$ cat src/rtl/flash_stat_pkg.sv
package flash_stat_pkg;

    typedef enum logic [2:0] {
        OP_IDLE       = 3'd0,
        OP_PROG       = 3'd1,
        OP_CHIP_ERASE = 3'd2,
        OP_SECT_ERASE = 3'd3,
        OP_SUSPEND    = 3'd4
    } emb_op_e;

    localparam int unsigned BIT_POLL  = 7;
    localparam int unsigned BIT_TOG_A = 6;
    localparam int unsigned BIT_TMO   = 5;
    localparam int unsigned BIT_TOG_B = 2;

    typedef struct packed {
        logic [7:0] rd_data;
    } rd_state_t;

endpackage

$ cat src/rtl/flash_stat_toggle.sv
module flash_stat_toggle (
    input  logic clk,
    input  logic rst_n,
    input  logic clr,
    input  logic adv,
    output logic q
);
    logic tog_d, tog_q;

    always_comb begin
        tog_d = tog_q;
        if (clr)      tog_d = 1'b0;
        else if (adv) tog_d = ~tog_q;
    end

    always_ff @(posedge clk or negedge rst_n) begin
        if (!rst_n) tog_q <= 1'b0;
        else        tog_q <= tog_d;
    end

    assign q = tog_q;

    // a start pulse leaves the flip-flop cleared
    p_tog_clear_r10: assert property (@(posedge clk) disable iff (!rst_n)
        clr |=> !q);
    // each qualified read flips the bit
    p_tog_flip_r5: assert property (@(posedge clk) disable iff (!rst_n)
        (adv && !clr) |=> (q != $past(q)));
    // no qualified read, no change
    p_tog_hold_r6: assert property (@(posedge clk) disable iff (!rst_n)
        (!adv && !clr) |=> $stable(q));
endmodule

$ cat src/rtl/flash_stat_sect.sv
module flash_stat_sect #(
    parameter int unsigned ADDR_W = 19,
    parameter int unsigned SECT_W = 3,
    localparam int unsigned NSECT = 1 << SECT_W,
    localparam int unsigned SHIFT = ADDR_W - SECT_W
) (
    input  logic [ADDR_W-1:0] addr,
    input  logic [NSECT-1:0]  sel_mask,
    input  logic              all_sel,
    output logic              hit
);
    logic [SECT_W-1:0] idx;
    logic [NSECT-1:0]  onehot;

    assign idx = SECT_W'(addr >> SHIFT);

    for (genvar i = 0; i < NSECT; i++) begin : g_dec
        assign onehot[i] = (idx == SECT_W'(i));
    end

    assign hit = all_sel | (|(onehot & sel_mask));
endmodule

$ cat src/rtl/flash_stat_enc.sv
module flash_stat_enc
    import flash_stat_pkg::*;
(
    input  emb_op_e    op,
    input  logic       done,
    input  logic       tmo,
    input  logic       prog_msb,
    input  logic       sect_hit,
    input  logic       tog_a,
    input  logic       tog_b,
    input  logic [7:0] arr,
    output logic [7:0] byte_o
);
    always_comb begin
        byte_o = arr;
        unique case (op)
            OP_PROG: begin
                if (!done) begin
                    byte_o            = 8'h00;
                    byte_o[BIT_POLL]  = ~prog_msb;
                    byte_o[BIT_TOG_A] = tog_a;
                    byte_o[BIT_TMO]   = tmo;
                    byte_o[BIT_TOG_B] = 1'b1;
                end
            end
            OP_CHIP_ERASE, OP_SECT_ERASE: begin
                if (!done) begin
                    byte_o            = 8'h00;
                    byte_o[BIT_TOG_A] = tog_a;
                    byte_o[BIT_TMO]   = tmo;
                    byte_o[BIT_TOG_B] = sect_hit ? tog_b : 1'b1;
                end
            end
            OP_SUSPEND: begin
                if (sect_hit) begin
                    byte_o            = 8'h00;
                    byte_o[BIT_POLL]  = 1'b1;
                    byte_o[BIT_TOG_A] = 1'b1;
                    byte_o[BIT_TOG_B] = tog_b;
                end
            end
            default: byte_o = arr;
        endcase
    end
endmodule

$ cat src/rtl/flash_stat_gen.sv
module flash_stat_gen
    import flash_stat_pkg::*;
#(
    parameter int unsigned ADDR_W = 19,
    parameter int unsigned SECT_W = 3,
    localparam int unsigned NSECT = 1 << SECT_W
) (
    input  logic              clk,
    input  logic              rst_n,
    input  logic [2:0]        op,
    input  logic              op_start,
    input  logic              op_done,
    input  logic              op_timeout,
    input  logic              prog_msb,
    input  logic              rd_strobe,
    input  logic [ADDR_W-1:0] rd_addr,
    input  logic [NSECT-1:0]  erase_sel,
    input  logic [7:0]        array_data,
    output logic [7:0]        rd_data
);
    emb_op_e   op_e;
    logic      is_erase, busy, sect_hit;
    logic      tog_a, tog_b, adv_a, adv_b;
    logic [7:0] status_byte;
    rd_state_t st_d, st_q;

    assign op_e     = emb_op_e'(op);
    assign is_erase = (op_e == OP_CHIP_ERASE) || (op_e == OP_SECT_ERASE);
    assign busy     = ((op_e == OP_PROG) || is_erase) && !op_done;

    flash_stat_sect #(.ADDR_W(ADDR_W), .SECT_W(SECT_W)) i_sect (
        .addr     (rd_addr),
        .sel_mask (erase_sel),
        .all_sel  (op_e == OP_CHIP_ERASE),
        .hit      (sect_hit)
    );

    assign adv_a = rd_strobe && busy;
    assign adv_b = rd_strobe && sect_hit &&
                   ((is_erase && !op_done) || (op_e == OP_SUSPEND));

    flash_stat_toggle i_tog_a (
        .clk (clk), .rst_n (rst_n), .clr (op_start), .adv (adv_a), .q (tog_a)
    );
    flash_stat_toggle i_tog_b (
        .clk (clk), .rst_n (rst_n), .clr (op_start), .adv (adv_b), .q (tog_b)
    );

    flash_stat_enc i_enc (
        .op       (op_e),
        .done     (op_done),
        .tmo      (op_timeout),
        .prog_msb (prog_msb),
        .sect_hit (sect_hit),
        .tog_a    (tog_a),
        .tog_b    (tog_b),
        .arr      (array_data),
        .byte_o   (status_byte)
    );

    always_comb begin
        st_d = st_q;
        if (rd_strobe) st_d.rd_data = status_byte;
    end

    always_ff @(posedge clk or negedge rst_n) begin
        if (!rst_n) st_q <= '0;
        else        st_q <= st_d;
    end

    assign rd_data = st_q.rd_data;

    // idle reads pass array data
    p_idle_pass_r2: assert property (@(posedge clk) disable iff (!rst_n)
        (rd_strobe && op_e == OP_IDLE) |=> (rd_data == $past(array_data)));
    // output holds between reads
    p_hold_r2: assert property (@(posedge clk) disable iff (!rst_n)
        !rd_strobe |=> $stable(rd_data));
    // inverted poll bit while programming
    p_prog_poll_r3: assert property (@(posedge clk) disable iff (!rst_n)
        (rd_strobe && op_e == OP_PROG && !op_done) |=> (rd_data[7] == ~$past(prog_msb)));
    // poll bit low while erasing
    p_erase_poll_r4: assert property (@(posedge clk) disable iff (!rst_n)
        (rd_strobe && is_erase && !op_done) |=> (rd_data[7] == 1'b0));
    // suspended sector reads show both upper status bits high
    p_susp_r8: assert property (@(posedge clk) disable iff (!rst_n)
        (rd_strobe && op_e == OP_SUSPEND && sect_hit) |=> (rd_data[7:6] == 2'b11));
    // time-limit flag reaches bit 5 while busy
    p_tmo_r9: assert property (@(posedge clk) disable iff (!rst_n)
        (rd_strobe && busy) |=> (rd_data[5] == $past(op_timeout)));
endmodule

$ cat config.mk
export PLATFORM = sky130hd
export DESIGN_NAME = flash_stat_gen
export DESIGN_NICKNAME = d
export VERILOG_FILES = /design/src/rtl/flash_stat_pkg.sv /design/src/rtl/flash_stat_toggle.sv /design/src/rtl/flash_stat_sect.sv /design/src/rtl/flash_stat_enc.sv /design/src/rtl/flash_stat_gen.sv
export SDC_FILE = /design/constraint.sdc
export NUM_CORES = 1
export LEC_CHECK = 0
export BUFFER_PORTS_ARGS = -buffer_cell sky130_fd_sc_hd__clkbuf_2
export CORE_UTILIZATION = 35
export DETAILED_ROUTE_END_ITERATION = 12
export PLACE_DENSITY_LB_ADDON = 0.08
export SLEW_MARGIN = 20
export SYNTH_ARGS = -nofsm -noshare
export SYNTH_HDL_FRONTEND = slang
export SYNTH_SLANG_ARGS = --single-unit
$ cat constraint.sdc
create_clock -name clk -period 2.8 [get_ports clk]
set_input_delay 0.28 -clock clk [delete_from_list [all_inputs] [get_ports clk]]
set_output_delay 0.28 -clock clk [all_outputs]
set_load 0.02 [all_outputs]
# After elaboration in Yosys (flattened, before gate mapping)
# Cells that the tools add are included.
[op_classes] eq_ne=11 muxes=9 bitwise=5 n_reduce_logical=14
[ops] cell="2-to-1 mux 8 bit" count=3
[ops] cell="case mux 8 bit (3 select lines)" count=1
[ops] cell="equality test 3 bit (second input constant)" count=5
[ops] cell="equality test 3 x 2 -> 1 bit (second input constant)" count=4
[ops] cell="bitwise AND 8 bit" count=1
[ops] cell="OR reduction 8 bit" count=1
[ops] cell="equality test 3 x 1 -> 1 bit (second input constant)" count=2
[ops] cell="logical AND 1 bit" count=5
[ops] cell="2-to-1 mux 1 bit" count=5
[ops] cell="nonzero test 2 bit" count=2
[ops] cell="zero test 3 bit" count=1
[ops] cell="logical OR 1 bit" count=3
[ops] cell="inverter 1 bit" count=3
[ops] cell="OR reduction 2 bit" count=1
[ops] cell="zero test 1 bit" count=1
[ops] cell="OR 1 bit" count=1
[word_totals] ff_bits=10

# Longest topological paths before layout
[logic_depth] ltp_word=8 ltp_mapped=5 mapped_depth_nobuf=4

# Cells and area by module
# From an unflattened synthesis, not the netlist that was laid out.
[hier_totals] hier_cells=64 hier_area_um2=716.9
[modules_own_cells] module="flash_stat_gen" instances=1 cells_each=23 area_per_inst_um2=392.9 seq_area_each_um2=200.2
[modules_own_cells] module="flash_stat_enc" instances=1 cells_each=28 area_per_inst_um2=175.2 seq_area_each_um2=0.0
[modules_own_cells] module="flash_stat_toggle" instances=2 cells_each=3 area_per_inst_um2=37.5 seq_area_each_um2=25.0
[modules_own_cells] module="flash_stat_sect" instances=1 cells_each=7 area_per_inst_um2=73.8 seq_area_each_um2=0.0

# Worst setup path before layout
# Ideal clock, no wire load.
[synth_path] path_kind="input port to flip-flop" from="in rd_addr[16]" to="reg st_q (netlist bit rd_data[1])" t_arrival_ps=1489 required_ps=2679 setup_slack_ps=1189 stages=5 path_buffers=1 cell_sequence="buf_6 -> mux2i_1 -> mux4_2 -> o21a_4 -> a32o_2"
[synth_between] elab_chain_cells=6
[synth_rtl] element="start: declaration" line_no="flash_stat_gen.sv:16" rtl="input logic [ADDR_W-1:0] rd_addr,"
[synth_rtl] element="equality test 3 x 1 -> 1 bit, or another cell as far along" line_no="flash_stat_sect.sv:18" rtl="assign onehot[i] = (idx == SECT_W'(i));"
[synth_rtl] element="bitwise AND 8 bit *" line_no="flash_stat_sect.sv:21" rtl="assign hit = all_sel | (|(onehot & sel_mask));"
[synth_rtl] element="OR reduction 8 bit *" line_no="flash_stat_sect.sv:21"
[synth_rtl] element="OR 1 bit *" line_no="flash_stat_sect.sv:21"
[synth_rtl] element="2-to-1 mux 8 bit *" line_no="flash_stat_enc.sv:35" rtl="if (sect_hit) begin"
[synth_rtl] element="case mux 8 bit (3 select lines) *" line_no="flash_stat_enc.sv:16" rtl="unique case (op)"
[synth_rtl] element="end signal: assignment" line_no="flash_stat_gen.sv:68" rtl="else st_q <= st_d;"
[synth_rtl] element="end: declaration" line_no="flash_stat_gen.sv:25" rtl="rd_state_t st_d, st_q;"
# Every way passes the cells marked *; elsewhere a longest branch is shown, timed or not.
# A chain may end at the register's enable or synchronous reset.

# Final worst setup path
# Same ends and word-level chain as after synthesis.

==> impl_results.md <==
- Status: finished, final reports clean
- Pins over their slew limit: 0
- Largest net degree at the start of global routing: 12
- Fin worst setup slack: 1.36 ns
- IO Count: 53
- # Max-Cap Violations: 0
- Worst r2r path cells: 2
- CTS H-tree depth: 1
- Worst Skew: 0.00314 ns
- Fin cells: 127
- Die Span X: 46.0 um
- Crit path required time: 2.96 ns
- Core area: 1760 um^2
- Worst Hold Class: primary input to flop
- PortBufs: 36
- Layout cell share with drive strength beyond 1: 50.0%
- CP startpoint kind: primary input
- Final Hold Viols: 0
- Iter 0 DRT Violations: 7
- Footprint of the multi-input gates: 397 um^2
- Fraction of registers with async set or reset after synthesis: 100%
- Cell leakage power: 0.462 nW
- DPL Wire Length: 1140 um
- Xor and xnor area share after synthesis: 1.29%
- Final Wtd Congestion: 0.716
- Crit Path Category: primary input to flop
- Post-synthesis mux area share: 19.0%
- Minimum clock period: 1.44 ns
- Post-CTS sizing: 0
- Fin area: 908 um^2
- Fmax: 0.697 GHz
- Clk pin slew, worst setup/hold paths: 0.07 ns
- Max stage delay cell, worst path: mux4_2
- Post-synthesis adder-cell area fraction: 0%
- TritonCTS Buffers: 3
- First-pass GRT wire length: 2270 um
- Worst r2r src: i_tog_b.q
- Largest family of logic cells by synthesized area: compound AO/OA/AOI/OAI gates
- Synth Area in Simple Gates: 15.1%
- Synthesized Nets: 111
- Remaining Overflow, GRT: 0
- Critical-path cell list: clkbuf_2, mux2i_1, mux4_2, o21a_4, a32o_2
- Rows: 15
- WL per Instance: 11.7 um
- Detail Route Antenna Nets: 0
- Worst Hold End: i_tog_a.q
- WP data arrival: 1.59 ns
- CTS tree: yes
- Pwr/cell area: 454 nW/um^2
- Kind of end point of the critical path: flop
- Synth unique cells: 34
- Total Wirelength: 1480 um
- Top_reg_cell synth: dfrtp_1
- Syn Area/Cell: 10.3 um^2
- Seq/Total Area, Yosys: 36.9%
- Die ar.: 2120 um^2
- Vias/cell: 5.03
- Vias post-DR: 639
- Slew @ Worst Pin: 0.529 ns
- Commonest non-fill, non-tap cell in the layout: clkbuf_2
- Unrepaired setup endpoints after global routing: false
- EDFF count, synth: 0
- Setup violators final: 0
- Final layout net count: 148
- Vias in the first global route: 525
- Reg area: 250 um^2
- Die Height: 46.0 um
- Hold Path Origin: op_start
- Setup bufs post-CTS: 0
- Number of fill cells: 185
- Clk buf depth: 2
- Clock Sinks: 10
- Worst relative slew slack: 64.5%
- Most frequent cells in the layout: 36 x clkbuf_2, 10 x dfrtp_1, 8 x mux2i_1
- Slowest cell delay on critical path: 0.54 ns
- DRC Markers: 0
- R2r setup slk: 1.67 ns
- Synth Instances: 66
- Worst-skew pair later-pin latency: 0.26 ns
- Worst vdd ir: 0.454 mV
- Hold bufs inserted after CTS: 1
- Synthesized cell area: 678 um^2
- Drt pass-1 iters: 2
- Crit Path Max Fanout: 7
- Setup TNS: 0 ns
- Final Hold Slack: 0.188 ns
- Final Util: 51.5%
- Ant diodes: 0
- Pwr Total: 0.412 mW
- Post-Place Cells: 122
- Synth Area in Compound Gates: 23.1%
- Ys Warns: 0
- Area delta synth->final: 33.9%
- Dpl cell area: 862 um^2
- Final Cycle Share: 51.3%
- GRT Total Usage: 15.5%
- Clock Tree Root: clkbuf_4
- Initial core utilization: 38.4%
- Pre-CTS WS: 1.08 ns
- Initial antenna violation count: 0
- Worst r2r dst: i_tog_b.q
- FF+latch count, synth: 10
- Hold depth: 2
state kept, by name (all words and copies together) (netlist names):
| signal | flops |
|---|---|
| rd_data | 8 |
| i_tog_a.q | 1 |
| i_tog_b.q | 1 |
how the worst max path moves through the flow:
| stage | start | endpoint | slack, ns |
|---|---|---|---|
| floorplan | rd_addr[16] | rd_data[1] | 1.19 |
| global placement | rd_addr[16] | rd_data[3] | 1.09 |
| detailed placement | rd_addr[16] | rd_data[4] | 1.08 |
| CTS | rd_addr[16] | rd_data[4] | 1.37 |
| global route | rd_addr[16] | rd_data[0] | 1.32 |
| finish | rd_addr[16] | rd_data[1] | 1.36 |
synthesized netlist by cell type (2+ instances only):
library cell	count	area (um^2)
a21oi_1	3	15.0
nor2_1	5	18.8
clkbuf_1	3	11.3
dfrtp_1	10	250
o21ai_0	3	15.0
nor3_1	2	10.0
a32o_2	3	33.8
nor3b_1	2	15.0
nor2b_1	2	12.5
or3b_2	2	17.5
mux2i_1	8	80.1
metal layers:
layer | share of wire [%] | vias up | GRT usage, %
li1 | - | 322 | -
met3 | 7.7 | 0 | 7.54
met5 | 0 | - | 0
met2 | 44 | 26 | 22.3
met1 | 48 | 291 | 21.6
met4 | 0 | 0 | 1.76
report_power, final:
group / internal, mW / total (mW) / switching, mW
clock network: 0.0790 / 0.128 / 0.0492
logic: 0.0554 / 0.116 / 0.0607
registers: 0.160 / 0.168 / 0.00808
critical path, delay by kind of cell:
kind            cells  cell delay (ns)
buf+inv             1             0.13
mux                 2             0.66
compound gates      2             0.51
layout make-up:
| class | count | share of cell area (%) |
|---|---|---|
| inverter | 1 | 0.413 |
| clock buffer | 4 | 3.99 |
| multi-input combinational | 50 | 43.7 |
| tap | 25 | 3.44 |
| timing repair buffer | 37 | 20.9 |
| sequential | 10 | 27.5 |
cell families (layout without fill, tap and decap cells):
logic type,after synthesis,after routing
xor gates and xnor gates,1,1
buffers and inverters,6,42
muxes,11,11
DFF,10,10
AOI/OAI and AO/OA,20,20
and+or+nand+nor,18,18
(Power assumes the default switching activity.)
